File: src/rtl/rtfc_pkg.sv
package rtfc_pkg;
    localparam int ADDR_W = 6;
    localparam logic [ADDR_W-1:0] OFS_CNT_LO = 6'h00;
    localparam logic [ADDR_W-1:0] OFS_CNT_HI = 6'h04;
    localparam logic [ADDR_W-1:0] OFS_STEP   = 6'h10;
    localparam logic [ADDR_W-1:0] OFS_MOD    = 6'h14;

    typedef enum logic [1:0] {
        STEP_HOLD,
        STEP_ADVANCE,
        STEP_RESYNC
    } step_e;
endpackage

File: src/rtl/rtfc_ratio_regs.sv
module rtfc_ratio_regs
    import rtfc_pkg::*;
#(
    parameter int RATIO_W = 12,
    parameter int STEP_RST = 4,
    parameter int MOD_RST = 25
) (
    input  logic                 clk_i,
    input  logic                 rst_ni,
    input  logic                 we_i,
    input  logic [ADDR_W-1:0]    addr_i,
    input  logic [RATIO_W-1:0]   wfield_i,
    output logic [RATIO_W-1:0]   step_o,
    output logic [RATIO_W-1:0]   mod_o
);
    logic [RATIO_W-1:0] step_q, mod_q;

    always_ff @(posedge clk_i or negedge rst_ni) begin
        if (!rst_ni) begin
            step_q <= RATIO_W'(STEP_RST);
            mod_q  <= RATIO_W'(MOD_RST);
        end else if (we_i) begin
            if (addr_i == OFS_STEP) step_q <= wfield_i;
            if (addr_i == OFS_MOD)  mod_q  <= wfield_i;
        end
    end

    assign step_o = step_q;
    assign mod_o  = mod_q;

    assert_step_kept_R4: assert property (@(posedge clk_i) disable iff (!rst_ni)
        !(we_i && addr_i == OFS_STEP) |=> $stable(step_q));
    assert_mod_kept_R5: assert property (@(posedge clk_i) disable iff (!rst_ni)
        !(we_i && addr_i == OFS_MOD) |=> $stable(mod_q));
endmodule

File: src/rtl/rtfc_accum.sv
module rtfc_accum
    import rtfc_pkg::*;
#(
    parameter int RATIO_W = 12,
    parameter int CNT_W = 64
) (
    input  logic                 clk_i,
    input  logic                 rst_ni,
    input  logic [RATIO_W-1:0]   step_i,
    input  logic [RATIO_W-1:0]   mod_i,
    output logic [CNT_W-1:0]     count_o
);
    logic [RATIO_W-1:0] acc_q, acc_d, acc_eff;
    logic [RATIO_W:0]   sum, rem, mod_x;
    logic [CNT_W-1:0]   count_q, count_d;
    step_e              step;

    assign mod_x = {1'b0, mod_i};

    always_comb begin
        if (mod_i == '0)
            acc_eff = '0;
        else if (acc_q >= mod_i)
            acc_eff = mod_i - 1'b1;
        else
            acc_eff = acc_q;
        sum = {1'b0, acc_eff} + {1'b0, step_i};
        rem = sum - mod_x;
        if (sum < mod_x)
            step = STEP_HOLD;
        else if (rem < mod_x)
            step = STEP_ADVANCE;
        else
            step = STEP_RESYNC;
    end

    always_comb begin
        acc_d   = acc_q;
        count_d = count_q;
        unique case (step)
            STEP_HOLD: acc_d = sum[RATIO_W-1:0];
            STEP_ADVANCE: begin
                acc_d   = rem[RATIO_W-1:0];
                count_d = count_q + CNT_W'(1);
            end
            STEP_RESYNC: begin
                acc_d   = '0;
                count_d = count_q + CNT_W'(1);
            end
        endcase
    end

    always_ff @(posedge clk_i or negedge rst_ni) begin
        if (!rst_ni) begin
            acc_q   <= '0;
            count_q <= '0;
        end else begin
            acc_q   <= acc_d;
            count_q <= count_d;
        end
    end

    assign count_o = count_q;

    assert_single_step_R3: assert property (@(posedge clk_i) disable iff (!rst_ni)
        1'b1 |=> (count_q == $past(count_q) || count_q == $past(count_q) + CNT_W'(1)));
    assert_acc_below_mod_R6: assert property (@(posedge clk_i) disable iff (!rst_ni)
        (mod_i != '0) |=> (acc_q < $past(mod_i)));
    assert_every_clock_R7: assert property (@(posedge clk_i) disable iff (!rst_ni)
        (step_i >= mod_i) |=> (count_q == $past(count_q) + CNT_W'(1)));
endmodule

File: src/rtl/rtfc_readout.sv
module rtfc_readout
    import rtfc_pkg::*;
#(
    parameter int RATIO_W = 12,
    parameter int REG_W = 32
) (
    input  logic                 clk_i,
    input  logic                 rst_ni,
    input  logic                 re_i,
    input  logic [ADDR_W-1:0]    addr_i,
    input  logic [2*REG_W-1:0]   count_i,
    input  logic [RATIO_W-1:0]   step_i,
    input  logic [RATIO_W-1:0]   mod_i,
    output logic [REG_W-1:0]     rdata_o
);
    logic [REG_W-1:0] rdata_q, hi_hold_q;

    always_ff @(posedge clk_i or negedge rst_ni) begin
        if (!rst_ni) begin
            rdata_q   <= '0;
            hi_hold_q <= '0;
        end else if (re_i) begin
            unique case (addr_i)
                OFS_CNT_LO: begin
                    rdata_q   <= count_i[REG_W-1:0];
                    hi_hold_q <= count_i[2*REG_W-1:REG_W];
                end
                OFS_CNT_HI: rdata_q <= hi_hold_q;
                OFS_STEP:   rdata_q <= REG_W'(step_i);
                OFS_MOD:    rdata_q <= REG_W'(mod_i);
                default:    rdata_q <= '0;
            endcase
        end else begin
            rdata_q <= '0;
        end
    end

    assign rdata_o = rdata_q;

    assert_idle_zero_R9: assert property (@(posedge clk_i) disable iff (!rst_ni)
        !re_i |=> (rdata_q == '0));
    assert_hi_held_R8: assert property (@(posedge clk_i) disable iff (!rst_ni)
        !(re_i && addr_i == OFS_CNT_LO) |=> $stable(hi_hold_q));
endmodule

File: src/rtl/rt_frac_counter.sv
module rt_frac_counter
    import rtfc_pkg::*;
#(
    parameter int RATIO_W = 12,
    parameter int REG_W = 32,
    parameter int STEP_RST = 4,
    parameter int MOD_RST = 25
) (
    input  logic               clk_i,
    input  logic               rst_ni,
    input  logic               bus_we_i,
    input  logic               bus_re_i,
    input  logic [5:0]         bus_addr_i,
    input  logic [REG_W-1:0]   bus_wdata_i,
    output logic [REG_W-1:0]   bus_rdata_o,
    output logic [2*REG_W-1:0] mc_count_o
);
    localparam int CNT_W = 2 * REG_W;

    logic [RATIO_W-1:0] step_w, mod_w;
    logic [CNT_W-1:0]   count_w;
    logic               unused_wbits;

    assign unused_wbits = ^bus_wdata_i[REG_W-1:RATIO_W];

    rtfc_ratio_regs #(.RATIO_W(RATIO_W), .STEP_RST(STEP_RST), .MOD_RST(MOD_RST)) u_regs (
        .clk_i(clk_i), .rst_ni(rst_ni), .we_i(bus_we_i), .addr_i(bus_addr_i),
        .wfield_i(bus_wdata_i[RATIO_W-1:0]), .step_o(step_w), .mod_o(mod_w));

    rtfc_accum #(.RATIO_W(RATIO_W), .CNT_W(CNT_W)) u_accum (
        .clk_i(clk_i), .rst_ni(rst_ni), .step_i(step_w), .mod_i(mod_w),
        .count_o(count_w));

    rtfc_readout #(.RATIO_W(RATIO_W), .REG_W(REG_W)) u_read (
        .clk_i(clk_i), .rst_ni(rst_ni), .re_i(bus_re_i), .addr_i(bus_addr_i),
        .count_i(count_w), .step_i(step_w), .mod_i(mod_w), .rdata_o(bus_rdata_o));

    assign mc_count_o = count_w;
endmodule

File: config.mk
export PLATFORM = sky130hd
export DESIGN_NAME = rt_frac_counter
export DESIGN_NICKNAME = d
export VERILOG_FILES = /design/src/rtl/rtfc_pkg.sv /design/src/rtl/rtfc_ratio_regs.sv /design/src/rtl/rtfc_accum.sv /design/src/rtl/rtfc_readout.sv /design/src/rtl/rt_frac_counter.sv
export SDC_FILE = /design/constraint.sdc
export NUM_CORES = 1
export LEC_CHECK = 0
export BUFFER_PORTS_ARGS = -buffer_cell sky130_fd_sc_hd__buf_2
export CAP_MARGIN = 0
export CORE_ASPECT_RATIO = 1.1
export CORE_MARGIN = 8
export CORE_UTILIZATION = 50
export CTS_BUF_LIST = sky130_fd_sc_hd__clkbuf_8
export CTS_CLUSTER_SIZE = 8
export DETAILED_ROUTE_END_ITERATION = 7
export PLACE_DENSITY = 0.74
export SLEW_MARGIN = 20
export SYNTH_ARGS = -nofsm -noshare
export SYNTH_HDL_FRONTEND = slang
export SYNTH_HIERARCHICAL = 1
export SYNTH_SLANG_ARGS = --single-unit
File: constraint.sdc
create_clock -name clk_i -period 5.6 [get_ports clk_i]
set_input_delay 0.84 -clock clk_i [delete_from_list [all_inputs] [get_ports clk_i]]
set_output_delay 0.84 -clock clk_i [all_outputs]
set_load 0.05 [all_outputs]
# Yosys cells after proc, flatten, opt, wreduce, memory -nomap -nowiden
# Index checks and enable logic that the tools add are counted.
# totals
ff_bits	164
latchBits	0
ram_bits	0
rom_bits	0
inputBits	42
output_inout_bits	96
word_cells	32
memories	0
# op_classes
addsub	4
multipliers	0
div	0
magnitude_cmp	3
n_eq_ne	5
n_shift	0
muxes	7
bitwise_logic	0
n_reduce_logical	7
# ops
op	count
32-bit one-hot mux with 4 select lines	1
64-bit by 1-bit adder with 64-bit output, second input constant	1
12-bit one-hot mux with 3 select lines	1
32-bit 2-to-1 mux	1
13-bit by 12-bit < comparator with 1-bit output	2
12-bit 2-to-1 mux	2
12-bit by 12-bit adder with 13-bit output	1
13-bit by 12-bit subtractor with 13-bit output	1
6-bit by 5-bit equality test with 1-bit output, second input constant	2
12-bit greater-or-equal comparator	1
12-bit logical NOT	1
12-bit by 1-bit subtractor with 12-bit output, second input constant	1
6-bit by 3-bit equality test with 1-bit output, second input constant	1
6-bit logical NOT	1
2-bit AND reduction	3
2-bit 2-to-1 mux	2
2-bit by 1-bit equality test with 1-bit output, second input constant	1
2-bit equality test, second input constant	1
2-bit logical NOT	1
2-bit OR reduction	1

# Logic depth before layout (Yosys ltp)
# Gate-level depths: netlist of the first run.
# depth
word_depth	10
mapped_depth	30
ltp_nobuf	28

# Modules after synthesis
# Netlist of the first run, hierarchy kept.
# by_module_without_submodules
module	instances	cells_each	area_per_inst_um2	seq_area_each_um2
rtfc_accum	1	567	5664.2	1901.8
rtfc_readout	1	177	2856.5	1601.5
rtfc_ratio_regs	1	54	992.2	605.6

# Worst setup path after synthesis of the first run
# No wires, ideal clock.
# synth_timing
kind	reg2reg
startpoint	register u_regs.mod_q[4], in the netlist u_regs/mod_o[4]
endpoint	register u_accum.acc_q[1]
setup_time_ns	0.122
arrival_ns	5.660
required_time_ns	5.478
setup_slack_ns	-0.182
path_stages_with_launch	29
path_buffers	2
synth_period_minus_slack_ns	5.782
path_cell_list	dfstp_2 > inv_1 > ha_1 > and2_1 > o21ai_0 > nand4_1 > a31oi_2 > buf_2 > a211oi_1 > ha_1 > fa_1 > a21o_1 > a21oi_1 > xnor2_1 > ha_1 > and2_1 > a31oi_1 > and3b_4 > o21ai_0 > a31oi_1 > xnor2_1 > ha_1 > nand2_1 > nor3_1 > o31ai_1 > a21oi_1 > a2111oi_4 > buf_6 > a32o_1
# synth_via
elab_chain_cells	10
word_cells_on_any_way	15
cone_classes	add/sub: 3; order compare: 3; eq/ne: 2; mux: 5; reduce/logical: 2
# synth_lines
element	line	text
from (decl)	rtfc_ratio_regs.sv:16	logic [RATIO_W-1:0] step_q, mod_q;
from (signal assigned)	rtfc_ratio_regs.sv:21	mod_q <= RATIO_W'(MOD_RST);
from (signal assigned)	rtfc_ratio_regs.sv:24	if (addr_i == OFS_MOD) mod_q <= wfield_i;
12-bit by 1-bit subtractor with 12-bit output or 12-bit greater-or-equal comparator (tied branches)	rtfc_accum.sv:24, rtfc_accum.sv:23	
12-bit 2-to-1 mux	rtfc_accum.sv:23	else if (acc_q >= mod_i)
12-bit 2-to-1 mux	rtfc_accum.sv:21	if (mod_i == '0)
12-bit by 12-bit adder with 13-bit output	rtfc_accum.sv:27	sum = {1'b0, acc_eff} + {1'b0, step_i};
13-bit by 12-bit subtractor with 13-bit output	rtfc_accum.sv:28	rem = sum - mod_x;
13-bit by 12-bit < comparator with 1-bit output	rtfc_accum.sv:31	else if (rem < mod_x)
2-bit 2-to-1 mux	rtfc_accum.sv:31	
2-bit 2-to-1 mux	rtfc_accum.sv:29	if (sum < mod_x)
2-bit equality test (tied with other cells)	rtfc_accum.sv:40	unique case (step)
12-bit one-hot mux with 3 select lines (*)	rtfc_accum.sv:40	
via u_accum.acc_d[1]	rtfc_accum.sv:13	logic [RATIO_W-1:0] acc_q, acc_d, acc_eff;
to (signal assigned)	rtfc_accum.sv:55	acc_q <= '0;
to (signal assigned)	rtfc_accum.sv:58	acc_q <= acc_d;
to (decl)	rtfc_accum.sv:13	
# Mark *: on every way through the listed nets, which the timed path passes. The rest lies on a longest branch.
# A chain may end at the register's enable or synchronous reset.

# Worst setup path in the final report of the first run
# layout_timing
startpoint	register u_regs.mod_q[3], in the netlist u_regs/mod_o[3]
endpoint	register u_accum.acc_q[6]
# Same word-level chain as after synthesis.

==> results of run 1 <==
## worst reg2reg max path: stages, from the launching register on
cell and delay (ns):
dfstp_2 0.38, or4_4 0.57, nor2_4 0.16, nand3_2 0.10, or3_4 0.37, nor3_4 0.14, buf_6 0.15, a211oi_2 0.05
ha_2 0.20, fa_2 0.38, a21o_1 0.20, a21oi_2 0.15, xnor2_2 0.09, ha_1 0.33, buf_6 0.12, o2111ai_1 0.11
and3b_4 0.21, o21ai_4 0.17, a31oi_1 0.12, xnor2_1 0.31, ha_1 0.34, buf_6 0.14, a211oi_2 0.23, a21oi_2 0.10
a2111oi_4 0.29, buf_4 0.22, a32o_1 0.16
## cell usage in the layout (no fill, tap or decap), types with 9 or more instances in the layout
cell,instances
nand2_1,34
nor3_1,16
clkbuf_8,17
a21oi_1,9
and3_1,21
xor2_1,64
mux2_2,17
buf_4,109
ha_1,43
xnor2_1,19
a32o_1,12
buf_6,12
nand4_1,16
mux2i_1,30
inv_1,19
mux2_4,40
dfrtp_1,160
nand3_1,28
nor2_1,47
nor3_2,36
mux4_2,10
buf_2,116
## state kept, by name (all words and copies together) (netlist names)
name and cells:
u_regs/step_o 12, u_accum/acc_q 12, u_read/rdata_o 32, u_read/hi_hold_q 32, u_accum/count_o 64, u_regs/mod_o 12
## metal layers
metal  wire length (um)  part of all wire  global-route usage  up-vias
li1                   -                 -                   -     3330
met1              10600              0.41               0.250     3655
met2              13500              0.52               0.361      186
met3               1250             0.048              0.0383       45
met4                679             0.026              0.0691        0
met5                  0                 0                   0        -
## cell type report
cell class	instances	area, um^2
clock buffers	17	234
clock inverters	15	194
fillers	1411	6800
inverters	19	71.3
multi-input cells	578	5500
flip-flops and latches	164	4110
well taps	247	309
repair buffers	244	1690
## what timing repair did
action,in CTS,in global routing
setup endpoints to repair,12,76
cloned,1,5
gates resized for setup,30,67
pin swaps,14,33
buffers inserted,28,21
hold buffers,0,0
## kinds of logic after synthesis
kind of cell / Yosys count / share of synthesized area
and+or+nand+nor: 256 / 0.170
DFF: 164 / 0.432
muxes: 99 / 0.144
xor gates and xnor gates: 93 / 0.0856
AOI/OAI and AO/OA: 77 / 0.0612
buffers and inverters: 57 / 0.0377
adders and majority gates: 52 / 0.0700
## path summary, 6_finish.rpt
check                                     from                    to  slack, ns  depth (start not counted)
setup / recovery               u_regs/mod_o[3]      u_accum/acc_q[6]      -0.26                         26
hold / removal                          rst_ni  u_read/hi_hold_q[12]       0.44                          1
setup reg to reg               u_regs/mod_o[3]      u_accum/acc_q[6]      -0.26                         26
hold reg to reg            u_accum/count_o[58]   u_accum/count_o[58]       0.52                          1
max in group asynchronous               rst_ni   u_accum/count_o[27]       3.72                          2
min in group clk_i         u_accum/count_o[58]   u_accum/count_o[58]       0.52                          1
## Yosys cell counts, types with 5 or more instances
master / instances / area, um^2
a32o_1: 12 / 120
buf_4: 6 / 45.0
mux2i_1: 30 / 300
a21o_1: 7 / 52.6
xor2_1: 68 / 596
o21ai_0: 13 / 65.1
mux4_2: 10 / 225
nand3_1: 30 / 150
mux2_4: 40 / 601
ha_1: 50 / 626
nand4_1: 16 / 100
nor3_1: 23 / 115
buf_2: 12 / 60.1
and2_1: 7 / 43.8
nor2b_1: 5 / 31.3
buf_6: 10 / 113
nand2_1: 36 / 135
nor3_2: 32 / 320
and3_1: 21 / 131
nor4_2: 6 / 75.1
a21oi_1: 17 / 85.1
mux2_2: 17 / 191
xnor2_1: 25 / 219
and4_1: 6 / 52.6
dfrtp_1: 160 / 4000
inv_1: 19 / 71.3
nor2_1: 48 / 180
## stage by stage
step / instances / setup WS [ns] / cell area [um^2]
final: 1284 / -0.258 / 12100
after global routing: 1284 / -0.480 / 12100
after CTS: 1260 / 0.0102 / 11500
after detailed placement: 1200 / -0.389 / 10700
after global placement: 1200 / -0.295 / 10700
after floorplan: 798 / 0.00471 / 9530
==> impl_results.md, run 1 <==
* YS warnings at 6
* Shortest clock period the worst path allows after layout at 5.86 ns
* Count of distinct cell types in the synthesized netlist at 65
* Area growth from synthesis to final layout at 27.2%
* Critical Path Source Type: flop
* I/O pin cnt at 138
* Final setup margin at -0.258 ns
* Largest stage delay on the critical path at approximately 0.57 ns
* Share of post-route cells with drive strength above 1 at 0.446
* Detailed-routing iteration count for the pre-antenna-repair pass at 4
* Register clock-pin slew on the reported worst setup and hold paths at 0.09 ns
* Final HPWL DP at about 17000 um
* Count of flip-flops with a built-in enable after synthesis at 0
* Final core utilization at 0.640
* Total number of vias at 7216
* Leading register cell type out of synthesis: dfrtp_1
* Number of placement rows at between 50 and 60
* Type of the setup path with the least slack: flop to flop
* Sequential-to-total area share from yosys stat at 0.432
* RSZ-0062 raised after global routing: yes
* Total CTS buffers at 17
* Leftover overflow at the end of global routing at 0
* Critical-path cell with the highest stage delay: or4_4
* Violations in the final reports: negative setup slack
* Required time of the critical path at 6.01 ns
* Number of violations of the max-capacitance limit at 0
* Final sum of negative setup slack at -6.44 ns
* Average detailed-routed wire length per instance at 20.3 um
* Sink Count at 164
* Pin slew with the least headroom to its limit at 1.04 ns
* RD Place Congestion at 0.880
* Core region area at 18900 um^2
* Insertion delay of the later-clocked pin in the worst-skew pair at 0.47 ns
* Clock tree from TritonCTS: done
* Effective utilization at floorplan at 0.503
* Crit Path Max Fanout at 6
* Max-slew violation count at 0
* Final-layout worst hold slack at 0.442 ns
* Die Width at 148 um
* Number of I/O port buffers at 117
* Vias per cell at 5.62
* Total detailed-routing wirelength at 26000 um
* Share of async-settable or async-resettable flops after synthesis at 1.00
* Worst slew slack as a fraction of its limit at 0.307
* Post-route ant nets at 0
* HP Class: input pin to asynchronous set/reset pin
* Initial drt markers at 382
* CTS H-tree lvls at 4
* Largest buffer count on any clock path at 2
* Critical Path AT at 6.27 ns
* Share of the clock period used by the worst path after layout at 1.05
* Final setup viols at 50
* Capturing element type of the critical path: flop
* Worst Path Buf+Inv at 4
* Global-route wire length before repair at around 39000 um
* Pin count of the biggest net entering global routing at 104
* Timing-limited maximum frequency at 0.171 GHz
* Worst Clk Skew at 0.0203 ns
* Number of antenna violations at the first check in global routing at 0
* Vias in the first global route at 7303
* Status: finished with violations
* Largest delay share family, worst path: compound AO/OA/AOI/OAI gates
* Die Footprint at 23700 um^2
* Number of design rule violations left after detail routing at 0
* Most frequent cell on the critical path: buf_6
* Net count, final at 1118
* Average footprint of a synthesized cell at roughly 12 um^2
* Number of instances in the synthesized netlist at 798
* Global-route usage over all layers at 0.206
* Final hold violation count at 0
* Buffer cell driving the clock tree root: clkbuf_8
* Syn nets at 892
* Seq cells post-synth at 164
* N_diodes at 0
* Post-synthesis instance area at approximately 9500 um^2
* Chip height at approximately 160 um
Power of run 1 is left out: the tool's default activity adds up to more than one toggle a clock period on the data nets, which glitch-free logic cannot reach.
==> run 2, diff against run 1 <==
- CTS_BUF_LIST: sky130_fd_sc_hd__clkbuf_8 -> default
==> impl_results.md, run 2 (synthesis gave the netlist of run 1 again) <==
* Largest buffer count on any clock path at 2
* Most used cells in the layout excluding fill and tap cells: dfrtp_1, buf_4, buf_2
* Share of the clock period used by the worst path after layout at 1.04
* Max FFs per register at 64
* CTS H-tree lvls at 4
* Critical-path cell with the highest stage delay: or4_4
* Area growth from synthesis to final layout at 27.5%
* Overall Power at between 9000 and 10000 uW
* Critical register-to-register path startpoint: u_regs/mod_o[6]
* Detailed-routing iteration count for the pre-antenna-repair pass at 4
* Vias in the first global route at ~7400
* Chip height at 161 um
* Worst Clk Skew at 0.0127 ns
* RD Place Congestion at 0.880
* Vias per cell at 5.65
* Average detailed-routed wire length per instance at a little under 20 um
* Worst Path Buf+Inv at 6
* Die Footprint at 23700 um^2
* Cell area power density at 790 nW/um^2
* Number of I/O port buffers at 117
* Register clock-pin slew on the reported worst setup and hold paths at around 0.070 ns
* Final-layout worst hold slack at just under 0.5 ns
* Worst slew slack as a fraction of its limit at 0.327
* Largest stage delay on the critical path at 0.55 ns
* Effective utilization at floorplan at 0.503
* Status: finished with violations
* Sink Count at 164
* Global-route usage over all layers at 0.207
* I/O pin cnt at 138
* Pin slew with the least headroom to its limit at between 1 and 1.5 ns
* Type of the setup path with the least slack: flop to flop
* HP Class: input pin to asynchronous set/reset pin
* Number of antenna violations at the first check in global routing at 0
* Total detailed-routing wirelength at between 20000 and 30000 um
* N_diodes at 0
* Switching share of total power at 0.427
* Post-route ant nets at 0
* Final setup viols at 12
* Net switching component of the power at 4090 uW
* Die Width at 148 um
* Number of design rule violations left after detail routing at 0
* Internal at 5500 uW
* Final HPWL DP at 17100 um
* Initial drt markers at 411
* RSZ-0062 raised after global routing: yes
* Worst supply voltage drop on vdd at 0.00122 V
* Timing-limited maximum frequency at roughly 0.17 GHz
* Required time of the critical path at 5.97 ns
* Insertion delay of the later-clocked pin in the worst-skew pair at ~0.43 ns
* Number of buffers inserted by hold repair at cts at 0
* Pin count of the biggest net entering global routing at 104
* Share of post-route cells with drive strength above 1 at 0.435
* Net count, final at 1120
* Most common library cell in the layout ignoring fill and taps: dfrtp_1
* Standby leakage power at 0.00628 uW
* Critical Path Source Type: flop
* Worst Setup Slack post-DPL at -0.389 ns
* Leftover overflow at the end of global routing at 0
* Final hold violation count at 0
* Capturing element type of the critical path: flop
* Final core utilization at 0.642
* Clk network pwr share at 0.128
* Violations in the final reports: negative setup slack
* Critical Path AT at 6.18 ns
* Total CTS buffers at 17
* Global-route wire length before repair at roughly 39000 um
* Largest delay share family, worst path: compound AO/OA/AOI/OAI gates
* Core region area at about 19000 um^2
* Launching instance or port of the critical path: u_regs/mod_o[6]
* Number of placement rows at 53
* Max-slew violation count at 0
* Combinational fraction of design power at 0.727
* Number of violations of the max-capacitance limit at 0
* Shortest clock period the worst path allows after layout at 5.81 ns
* Clock tree from TritonCTS: done
* Share of power burned in registers at 0.145
* Final setup margin at -0.213 ns
* Buffer cell driving the clock tree root: clkbuf_16
* Crit Path Max Fanout at 6
* Total number of vias at 7266
[run 2: final timing paths]
| kind | to | slack, ns | cells past startpoint |
|---|---|---|---|
| setup / recovery | u_accum/acc_q[6] | -0.21 | 28 |
| hold / removal | u_read/hi_hold_q[15] | 0.49 | 1 |
| setup reg to reg | u_accum/acc_q[6] | -0.21 | 28 |
| hold reg to reg | u_accum/count_o[58] | 0.52 | 1 |
| max in group asynchronous | u_read/rdata_o[28] | 3.69 | 2 |
| min in group clk_i | u_accum/count_o[58] | 0.52 | 1 |
[run 2: timing repair]
action                                  4_1_cts  5_1_grt
setup buffers                                28       23
endpoints found under the setup margin       12       76
cloned                                        1        3
resized for setup                            30       44
pin swaps                                    14       27
hold endpoints to repair                      0        0
[run 2: routing by layer]
layer / global-route usage / wire (um)
met5: 0 / 0
met4: 0.0613 / 603
met3: 0.0419 / 1260
met2: 0.364 / 13100
met1: 0.250 / 10400
[run 2: power by group through the flow]
stage	combinational, uW	sequential [uW]	clock [uW]
detailed placement	4990	1400	0
finish	6980	1390	1230
floorplan	3510	1470	0
CTS	5590	1380	1240
global placement	4910	1400	0
global route	7450	1390	1290
[run 2: layout make-up]
class                      instances  area [um^2]
timing repair buffer             247         1670
inverter                          19         71.3
multi-input combinational        577         5360
fill                            1387         6770
clock buffer                      17          425
sequential                       164         4110
clock inverter                    15          194
tap                              247          309
[run 2: worst register-to-register path, delay by kind of cell, from the launching register on]
kind / cells / cell delay (ns)
buffers and inverters: 6 / 0.90
adder cells (fa/ha/maj): 3 / 1.07
AND/OR/NAND/NOR: 6 / 1.52
XOR/XNOR: 2 / 0.24
flip-flops: 1 / 0.38
AO/OA/AOI/OAI: 11 / 1.65
[run 2: through the flow]
stage               setup TNS (ns)  std cells  instance area [um^2]
detailed placement           -4.56       1200                 10700
CTS                              0       1260                 11700
floorplan                        0        798                  9530
finish                       -2.22       1286                 12100
global route                 -9.76       1286                 12100
global placement             -3.46       1200                 10700
(Power assumes the default switching activity.)
==> run 3, diff against run 2 <==
- CELL_PAD_IN_SITES_DETAIL_PLACEMENT: default -> 1
- CELL_PAD_IN_SITES_GLOBAL_PLACEMENT: default -> 1
- CORE_MARGIN: 8 -> default
- CORE_UTILIZATION: 50 -> 42
- PLACE_DENSITY: 0.74 -> default
- PLACE_DENSITY_LB_ADDON: default -> 0.1
- clock period: 5.6 -> 4.7 ns (I/O delays scaled with it)
==> impl_results.md, run 3 (synthesis gave the netlist of run 1 again) <==
* Status: finished with violations
* Violations in the final reports: negative setup slack
* Number of violations of the max-capacitance limit at 0
* Clk network pwr share at 0.119
* Net count, final at 1110
* Buffer cell driving the clock tree root: clkbuf_16
* Share of post-route cells with drive strength above 1 at 0.427
* Most common library cell in the layout ignoring fill and taps: dfrtp_1
* Worst supply voltage drop on vdd at 0.000695 V
* Leftover overflow at the end of global routing at 0
* RSZ-0062 raised after global routing: yes
* I/O pin cnt at 138
* Effective utilization at floorplan at 0.429
* Total detailed-routing wirelength at 28500 um
* Worst Clk Skew at 0.0111 ns
* Global-route usage over all layers at 0.257
* Number of I/O port buffers at 117
* Post-route ant nets at 0
* Worst slew slack as a fraction of its limit at 0.305
* Final setup viols at 76
* Worst Path Buf+Inv at 3
* Type of the setup path with the least slack: flop to flop
* Insertion delay of the later-clocked pin in the worst-skew pair at 0.44 ns
* Number of placement rows at 57
* Average detailed-routed wire length per instance at roughly 22 um
* Standby leakage power at 0.00622 uW
* RD Place Congestion at 0.881
* Final hold violation count at 0
* N_diodes at 0
* Vias per cell at 5.48
* Number of filler instances in the final layout at 2350
* Share of power burned in registers at 0.142
* Cell area power density at approximately 970 nW/um^2
* HP Class: input pin to asynchronous set/reset pin
* Largest stage delay on the critical path at 0.53 ns
* Combinational fraction of design power at 0.739
* Largest delay share family, worst path: compound AO/OA/AOI/OAI gates
* Number of buffers inserted by hold repair at cts at 0
* Total number of vias at ~7300
* Cell total after placement at 1266
* Critical Path Source Type: flop
* Largest buffer count on any clock path at 2
* Detailed-routing iteration count for the pre-antenna-repair pass at 4
* Final HPWL DP at 20400 um
* Pin slew with the least headroom to its limit at 1.04 ns
* CTS H-tree lvls at 4
* Launching instance or port of the critical path: u_regs/mod_o[0]
* Net switching component of the power at between 5000 and 6000 uW
* Most used cells in the layout excluding fill and tap cells: dfrtp_1, buf_2, buf_4
* Required time of the critical path at 5.07 ns
* Pin count of the biggest net entering global routing at 85
* Number of design rule violations left after detail routing at 0
* Die Width at 145 um
* Clock tree from TritonCTS: done
* Capturing element type of the critical path: flop
* Critical register-to-register path startpoint: u_regs/mod_o[0]
* Area growth from synthesis to final layout at 27.6%
* Internal at 6720 uW
* Total CTS buffers at 17
* Post-layout instance count excluding filler cells at 1324
* Max-slew violation count at 0
* Vias in the first global route at 8191
* Initial drt markers at ~350
* Share of the clock period used by the worst path after layout at 1.24
* Timing-limited maximum frequency at 0.171 GHz
* Final setup margin at -1.13 ns
* Register clock-pin slew on the reported worst setup and hold paths at roughly 0.070 ns
* Core region area at 22200 um^2
* Reg-to-Reg End: u_accum/acc_q[9]
* Most frequent cell on the critical path: ha_1
* Critical-path cell with the highest stage delay: dfstp_2
* Crit Path Max Fanout at 6
* Final-layout worst hold slack at 0.324 ns
* Overall Power at about 12000 uW
* Global-route wire length before repair at 46100 um
* Register-to-Register Setup Slack at -1.13 ns
* Number of antenna violations at the first check in global routing at 0
* Sink Count at 164
* Final sum of negative setup slack at -56.42 ns
* Critical Path AT at 6.21 ns
* Max FFs per register at 64
* Number of cells traversed by the worst register-to-register path at 28
* Chip height at 160 um
* Shortest clock period the worst path allows after layout at 5.83 ns
* Die Footprint at approximately 23000 um^2
* Switching share of total power at 0.430
-- run 3: worst max path at each step --
stage                        endpoint  slack [ns]  cells after the start
CTS                  u_accum/acc_q[7]       -0.96                     25
detailed placement   u_accum/acc_q[4]       -1.31                     26
global route         u_accum/acc_q[5]       -1.40                     28
global placement    u_accum/acc_q[10]       -0.93                     26
floorplan           u_accum/acc_q[10]       -0.69                     26
finish               u_accum/acc_q[9]       -1.13                     28
-- run 3: layout make-up --
| cell class | instances | area, um^2 | share of cell area |
|---|---|---|---|
| multi-input cells | 577 | 5340 | 0.440 |
| flip-flops and latches | 164 | 4110 | 0.339 |
| repair buffers | 237 | 1660 | 0.137 |
| clock buffers | 21 | 460 | 0.0379 |
| well taps | 295 | 369 | 0.0304 |
| clock inverters | 11 | 118 | 0.00969 |
| inverters | 19 | 73.8 | 0.00608 |
-- run 3: power by group through the flow --
stage / Combinational [uW] / Sequential [uW] / Clock, uW
final: 8710 / 1670 / 1400
after global routing: 9380 / 1690 / 1470
after detailed placement: 6810 / 1700 / 0
after CTS: 8030 / 1680 / 1420
after floorplan: 4270 / 1750 / 0
after global placement: 6550 / 1700 / 0
-- run 3: stage by stage --
step                       util  setup WS [ns]  instance area [um^2]
final                     0.547          -1.13                 12100
after global routing      0.547          -1.40                 12100
after CTS                 0.537         -0.963                 11900
after detailed placement  0.497          -1.31                 11000
after global placement    0.497         -0.927                 11000
after floorplan               -         -0.687                  9600
-- run 3: per-layer routing --
| layer | part of all wire | track usage |
|---|---|---|
| met3 | 0.035 | 0.0434 |
| met2 | 0.53 | 0.473 |
| met4 | 0.022 | 0.0828 |
| met1 | 0.41 | 0.303 |
| met5 | 0 | 0 |
-- run 3: timing repair --
item / CTS / global route
resized for setup: 26 / 28
pin swaps: 27 / 24
setup buffers: 12 / 10
hold endpoints to repair: 0 / 0
gates cloned: 4 / 0
setup endpoints to repair: 76 / 76
